### src/rtl/osc_pkg.sv
package osc_pkg;
  localparam int TIME_W = 64;
  localparam int CYC_W  = 32;
  localparam int FAC_W  = 8;
  localparam int SMP_W  = 32;

  typedef struct packed {
    logic [CYC_W-1:0] cycle_ns;
    logic [FAC_W-1:0] factor;
  } osc_cfg_t;
endpackage

### src/rtl/osc_timebase.sv
module osc_timebase
  import osc_pkg::*;
#(
  parameter int STEP_W = 16
) (
  input  logic              clk,
  input  logic              rst_n,
  input  logic [STEP_W-1:0] step,
  output logic [TIME_W-1:0] now
);
  always_ff @(posedge clk or negedge rst_n) begin
    if (!rst_n) now <= '0;
    else        now <= now + TIME_W'(step);
  end
endmodule

### src/rtl/osc_cfg_guard.sv
module osc_cfg_guard
  import osc_pkg::*;
#(
  parameter int N_MAX        = 8,
  parameter int MIN_SUB_NS   = 10000,
  parameter int DEF_CYCLE_NS = 100000
) (
  input  logic     clk,
  input  logic     rst_n,
  input  osc_cfg_t req,
  input  logic     frame_tick,
  output osc_cfg_t act,
  output osc_cfg_t cand,
  output logic     cfg_reject
);
  localparam int LIM_W = CYC_W + 32;

  logic [LIM_W-1:0] need_ns;
  logic             legal;

  // minimum cycle time for the requested factor
  assign need_ns = LIM_W'(req.factor) * LIM_W'(MIN_SUB_NS);
  assign legal   = (req.factor != '0) && (req.factor <= FAC_W'(N_MAX)) &&
                   (LIM_W'(req.cycle_ns) >= need_ns);
  assign cand    = legal ? req : act;

  always_ff @(posedge clk or negedge rst_n) begin
    if (!rst_n) begin
      act.cycle_ns <= CYC_W'(DEF_CYCLE_NS);
      act.factor   <= FAC_W'(1);
      cfg_reject   <= 1'b0;
    end else begin
      cfg_reject <= !legal;
      if (frame_tick) act <= cand;
    end
  end
endmodule

### src/rtl/osc_sampler.sv
module osc_sampler
  import osc_pkg::*;
#(
  parameter int N_MAX        = 8,
  parameter int DEF_CYCLE_NS = 100000,
  localparam int CNT_W       = $clog2(N_MAX + 1)
) (
  input  logic                   clk,
  input  logic                   rst_n,
  input  logic [TIME_W-1:0]      now,
  input  osc_cfg_t               act,
  input  osc_cfg_t               cand,
  input  logic [SMP_W-1:0]       pos_count,
  output logic                   frame_tick,
  output logic                   blk_full,
  output logic [N_MAX*SMP_W-1:0] back_flat,
  output logic [SMP_W-1:0]       ts_next
);
  logic [TIME_W-1:0] frame_start;
  logic [TIME_W-1:0] frame_due;
  logic [TIME_W-1:0] thresh;
  logic [TIME_W-1:0] elapsed;
  logic [TIME_W-1:0] scaled;
  logic [CNT_W-1:0]  cnt;
  logic              cap_due;
  logic [SMP_W-1:0]  back [N_MAX];

  assign frame_tick = (now >= frame_due);
  assign elapsed    = now - frame_start;
  // sample k is due once n*(t-S) reaches (k-1)*C; avoids a divider
  assign scaled     = elapsed * TIME_W'(act.factor);
  assign cap_due    = !frame_tick && (FAC_W'(cnt) < act.factor) && (scaled >= thresh);
  assign blk_full   = (FAC_W'(cnt) == act.factor);
  assign ts_next    = SMP_W'(frame_due + TIME_W'(cand.cycle_ns));

  always_ff @(posedge clk or negedge rst_n) begin
    if (!rst_n) begin
      frame_start <= '0;
      frame_due   <= TIME_W'(DEF_CYCLE_NS);
      thresh      <= '0;
      cnt         <= '0;
    end else if (frame_tick) begin
      // boundary: the new frame starts on schedule and takes sample 1 now
      frame_start <= frame_due;
      frame_due   <= frame_due + TIME_W'(cand.cycle_ns);
      thresh      <= TIME_W'(cand.cycle_ns);
      cnt         <= CNT_W'(1);
    end else if (cap_due) begin
      thresh <= thresh + TIME_W'(act.cycle_ns);
      cnt    <= cnt + CNT_W'(1);
    end
  end

  for (genvar g = 0; g < N_MAX; g++) begin : g_slot
    logic wr_en;
    if (g == 0) begin : g_first
      assign wr_en = frame_tick || (cap_due && cnt == CNT_W'(0));
    end else begin : g_rest
      assign wr_en = cap_due && (cnt == CNT_W'(g));
    end
    always_ff @(posedge clk or negedge rst_n) begin
      if (!rst_n)     back[g] <= '0;
      else if (wr_en) back[g] <= pos_count;
    end
    assign back_flat[g*SMP_W +: SMP_W] = back[g];
  end
endmodule

### src/rtl/osc_capture_seq.sv
module osc_capture_seq
  import osc_pkg::*;
#(
  parameter int N_MAX        = 8,
  parameter int MIN_SUB_NS   = 10000,
  parameter int DEF_CYCLE_NS = 100000,
  parameter int STEP_W       = 16,
  localparam int CNT_W       = $clog2(N_MAX + 1)
) (
  input  logic                   clk,
  input  logic                   rst_n,
  input  logic [SMP_W-1:0]       pos_count,
  input  logic [CYC_W-1:0]       cfg_cycle_ns,
  input  logic [FAC_W-1:0]       cfg_factor,
  input  logic [STEP_W-1:0]      cfg_ns_step,
  output logic                   cfg_reject,
  output logic                   blk_valid,
  input  logic                   blk_ready,
  output logic [N_MAX*SMP_W-1:0] blk_samples,
  output logic [CNT_W-1:0]       blk_count,
  output logic [SMP_W-1:0]       blk_next_ts,
  output logic                   sync_err
);
  logic [TIME_W-1:0]      now;
  osc_cfg_t               req_cfg, act_cfg, cand_cfg;
  logic                   frame_tick, blk_full;
  logic [N_MAX*SMP_W-1:0] back_flat;
  logic [SMP_W-1:0]       ts_next;
  logic                   can_take;

  assign req_cfg.cycle_ns = cfg_cycle_ns;
  assign req_cfg.factor   = cfg_factor;

  osc_timebase #(.STEP_W(STEP_W)) u_time (
    .clk(clk), .rst_n(rst_n), .step(cfg_ns_step), .now(now)
  );

  osc_cfg_guard #(.N_MAX(N_MAX), .MIN_SUB_NS(MIN_SUB_NS), .DEF_CYCLE_NS(DEF_CYCLE_NS)) u_guard (
    .clk(clk), .rst_n(rst_n), .req(req_cfg), .frame_tick(frame_tick),
    .act(act_cfg), .cand(cand_cfg), .cfg_reject(cfg_reject)
  );

  osc_sampler #(.N_MAX(N_MAX), .DEF_CYCLE_NS(DEF_CYCLE_NS)) u_smp (
    .clk(clk), .rst_n(rst_n), .now(now), .act(act_cfg), .cand(cand_cfg),
    .pos_count(pos_count), .frame_tick(frame_tick), .blk_full(blk_full),
    .back_flat(back_flat), .ts_next(ts_next)
  );

  // the output slot is free when empty or being drained on this edge
  assign can_take = !blk_valid || blk_ready;

  always_ff @(posedge clk or negedge rst_n) begin
    if (!rst_n) begin
      blk_valid   <= 1'b0;
      blk_samples <= '0;
      blk_count   <= '0;
      blk_next_ts <= '0;
      sync_err    <= 1'b0;
    end else begin
      if (blk_valid && blk_ready) blk_valid <= 1'b0;
      if (frame_tick) begin
        if (blk_full && can_take) begin
          blk_valid   <= 1'b1;
          blk_samples <= back_flat;
          blk_count   <= CNT_W'(act_cfg.factor);
          blk_next_ts <= ts_next;
          sync_err    <= 1'b0;
        end else begin
          sync_err <= 1'b1;
        end
      end
    end
  end
endmodule

### config.mk
export PLATFORM = sky130hd
export DESIGN_NAME = osc_capture_seq
export DESIGN_NICKNAME = d
export VERILOG_FILES = /design/src/rtl/osc_pkg.sv /design/src/rtl/osc_timebase.sv /design/src/rtl/osc_cfg_guard.sv /design/src/rtl/osc_sampler.sv /design/src/rtl/osc_capture_seq.sv
export SDC_FILE = /design/constraint.sdc
export NUM_CORES = 2
export LEC_CHECK = 0
export BUFFER_PORTS_ARGS = -buffer_cell sky130_fd_sc_hd__clkbuf_2
export CAP_MARGIN = 30
export CORE_MARGIN = 5
export CORE_UTILIZATION = 45
export CTS_CLUSTER_DIAMETER = 50
export DETAILED_ROUTE_END_ITERATION = 8
export PLACE_DENSITY = 0.62
export RECOVER_POWER = 50
export SLEW_MARGIN = 5
export SYNTH_ARGS = -nofsm -noshare
export SYNTH_HDL_FRONTEND = slang
export SYNTH_HIERARCHICAL = 1
export SYNTH_SLANG_ARGS = --single-unit
### constraint.sdc
create_clock -name clk -period 13.2 [get_ports clk]
set_clock_uncertainty 0.05 [all_clocks]
set_input_delay 1.98 -clock clk [delete_from_list [all_inputs] [get_ports clk]]
set_output_delay 1.98 -clock clk [all_outputs]
set_load 0.02 [all_outputs]
==> run_results.csv <==
group,metric,value,unit
placed_design,finalWeightedCongestion,0.8707,
clock_tree,htree_levels,3,
yosys,syn_area_per_cell,10.58,um^2
routing,wl_per_cell,20.93,um
routing,drt-pass1-iter-count,8,
worst_setup_path,cpMostUsedCell,"fa_1",
clock_tree,clock_path_buffers,3,
yosys,netlist_area,60620,um^2
worst_setup_path,critical-path-slowest-cell,"a211oi_2",
routing,first_iter_violations,2641,
clock_tree,cts_hold_buf,0,
worst_setup_path,crit_fanout,32,
worst_setup_path,end_kind,"flip-flop",
power,total_power,7.672,mW
floorplanning,dieArea,142200,um^2
floorplanning,die_y,377.0,um
placed_design,dp_hpwl,125100,um
clock_tree,clkTransAtPathRegs,0.06,ns
clock_tree,cts-buffers-inserted,107,
worst_setup_path,crit_type,"flip-flop to flip-flop",
power,p_per_area,113.6,nW/um^2
status,violations,"max-capacitance violations, max-slew violations",
placed_design,placedInstanceArea,64130,um^2
worst_setup_path,setup.worst_path.start_class,"flip-flop",
clock_tree,cts_tree,"done",
worst_setup_path,critPathRequiredTime,13.75,ns
floorplanning,placeableCoreArea,133600,um^2
worst_setup_path,r2r_start,"u_time/now[1]",
clock_tree,clk_latency,0.74,ns
power,ir_drop,0.1152,mV
global_routing,grt_overflow,0,
global_routing,grt_pass1_wl,261200,um
timing,rsz0062_at_grt,"false",
power,leakage,34.80,nW
routing,drc_errors,0,
final_layout,final_area,67520,um^2
timing,setup_viol,0,
floorplanning,pin_count,386,
yosys,syn-num-nets,6594,
worst_setup_path,cp.arrival,13.11,ns
routing,vias_per_cell,5.432,
timing,max_freq,79.63,MHz
timing,setup_slack,0.6421,ns
timing,hold_viol,0,
routing,wirelength,166200,um
yosys,postSynthCellCount,5727,
final_layout,area_growth,11.39,%
placed_design,place.port_buffers,385,
yosys,ys_warn_count,6,
hold_path,hold_path_class,"flip-flop to flip-flop",
final_layout,seq_area,21310,um^2
global_routing,grt_max_degree,169,
timing,period_share,0.9514,
clock_tree,cts_root_buffer,"clkbuf_16",
final_layout,num-fill-cells,12280,
global_routing,grt_antenna_before_repair,10,
timing,period_needed,12.56,ns
final_layout,multi_input_area,35900,um^2
worst_setup_path,crit_start,"u_time/now[1]",
final_layout,nets,6947,
global_routing,track_usage,0.2330,
worst_setup_path,worst-path-buf-inv,4,
timing,slew_headroom,-3.500,
status,run_status,"finished with violations",
run,max_cap_viol_count,11,
routing,vias,43130,
floorplanning,num_rows,134,
hold_path,min_from,"u_smp/back_flat[42]",
timing,worst_pin_slew,6.750,ns
worst_setup_path,crit_family,"simple AND/OR/NAND/NOR gates",
timing,tns,0,ns
global_routing,grt_pass1_vias,44770,
final_layout,drive_gt1_frac,0.1234,
floorplanning,initial_core_util,0.4537,
clock_tree,clock_sink_count,851,
worst_setup_path,cpPeakStageDelay,0.58,ns
placed_design,post-place-ws,0.1810,ns
routing,ant_nets,0,
floorplanning,die_width,377.0,um
timing,slew_violations,738,
==> final timing paths <==
kind | end | slack (ns) | cells after the start
min in group asynchronous | blk_samples[114] | 3.71 | 1
max in group asynchronous | u_guard/act[1] | 2.35 | 3
min | blk_samples[42] | 0.41 | 1
min reg2reg | blk_samples[42] | 0.41 | 1
max | u_smp/back_flat[149] | 0.64 | 44
max reg2reg | u_smp/back_flat[149] | 0.64 | 44
==> flip-flops by register name (all words and copies together), names as in the netlist, 32 cells and up <==
name               flops
u_guard/act           40
u_time/now            64
u_smp/thresh          64
blk_next_ts           32
u_smp/back_flat      256
u_smp/frame_due       64
blk_samples          256
u_smp/frame_start     64
==> through the flow <==
stage	instances	hold slack, ns	util
3_5_place_dp	7734	0.4181	0.4799
2_1_floorplan	5727	0.3946	-
5_1_grt	7935	0.4338	0.5052
3_3_place_gp	7732	0.4111	0.4795
6_report	7939	0.4127	0.5053
4_1_cts	7930	0.4214	0.5080
==> power by group <==
| part | total [mW] | switching [mW] | leakage, nW | internal (mW) |
|---|---|---|---|---|
| sequential | 2.72 | 0.0546 | 11.2 | 2.67 |
| combinational | 1.89 | 1.32 | 21.8 | 0.573 |
| clock | 3.06 | 1.25 | 1.80 | 1.80 |
==> timing repair <==
action,4_1_cts,5_1_grt
setup buffers,0,0
endpoints found under the setup margin,0,200
gates resized for setup,0,4
==> layout make-up <==
class                      instances  area share
antenna                            4   0.0001482
clock inverter                    55     0.01167
multi-input combinational       4074      0.5316
inverter                         604     0.03361
clock buffer                     141     0.04392
timing repair buffer             442     0.03059
sequential                       851      0.3156
tap                             1768     0.03276
==> per-layer routing <==
layer	track usage	up-vias	part of all wire
li1	-	20130	-
met1	0.3141	21720	0.44
met2	0.3671	1047	0.45
met3	0.06852	220	0.076
met4	0.06696	8	0.026
met5	0	-	0.00029
==> cells in the final DEF (no fill, tap or decap), types with 36 or more instances in the layout <==
cell type,instances
mux2_2,310
mux2_1,252
o21ai_0,233
inv_1,603
dfrtp_1,837
and2_1,373
xor2_1,119
a21o_1,179
nor3_1,51
a21oi_1,254
ha_1,412
nor2b_1,48
nand2b_1,40
mux2_4,69
nand3_1,74
clkbuf_2,89
clkbuf_16,107
nor2_1,199
fa_1,364
nand4_1,77
nand2_1,436
xnor2_1,181
buf_4,36
clkbuf_1,327
No activity file was read; power rests on OpenSTA's default activity.
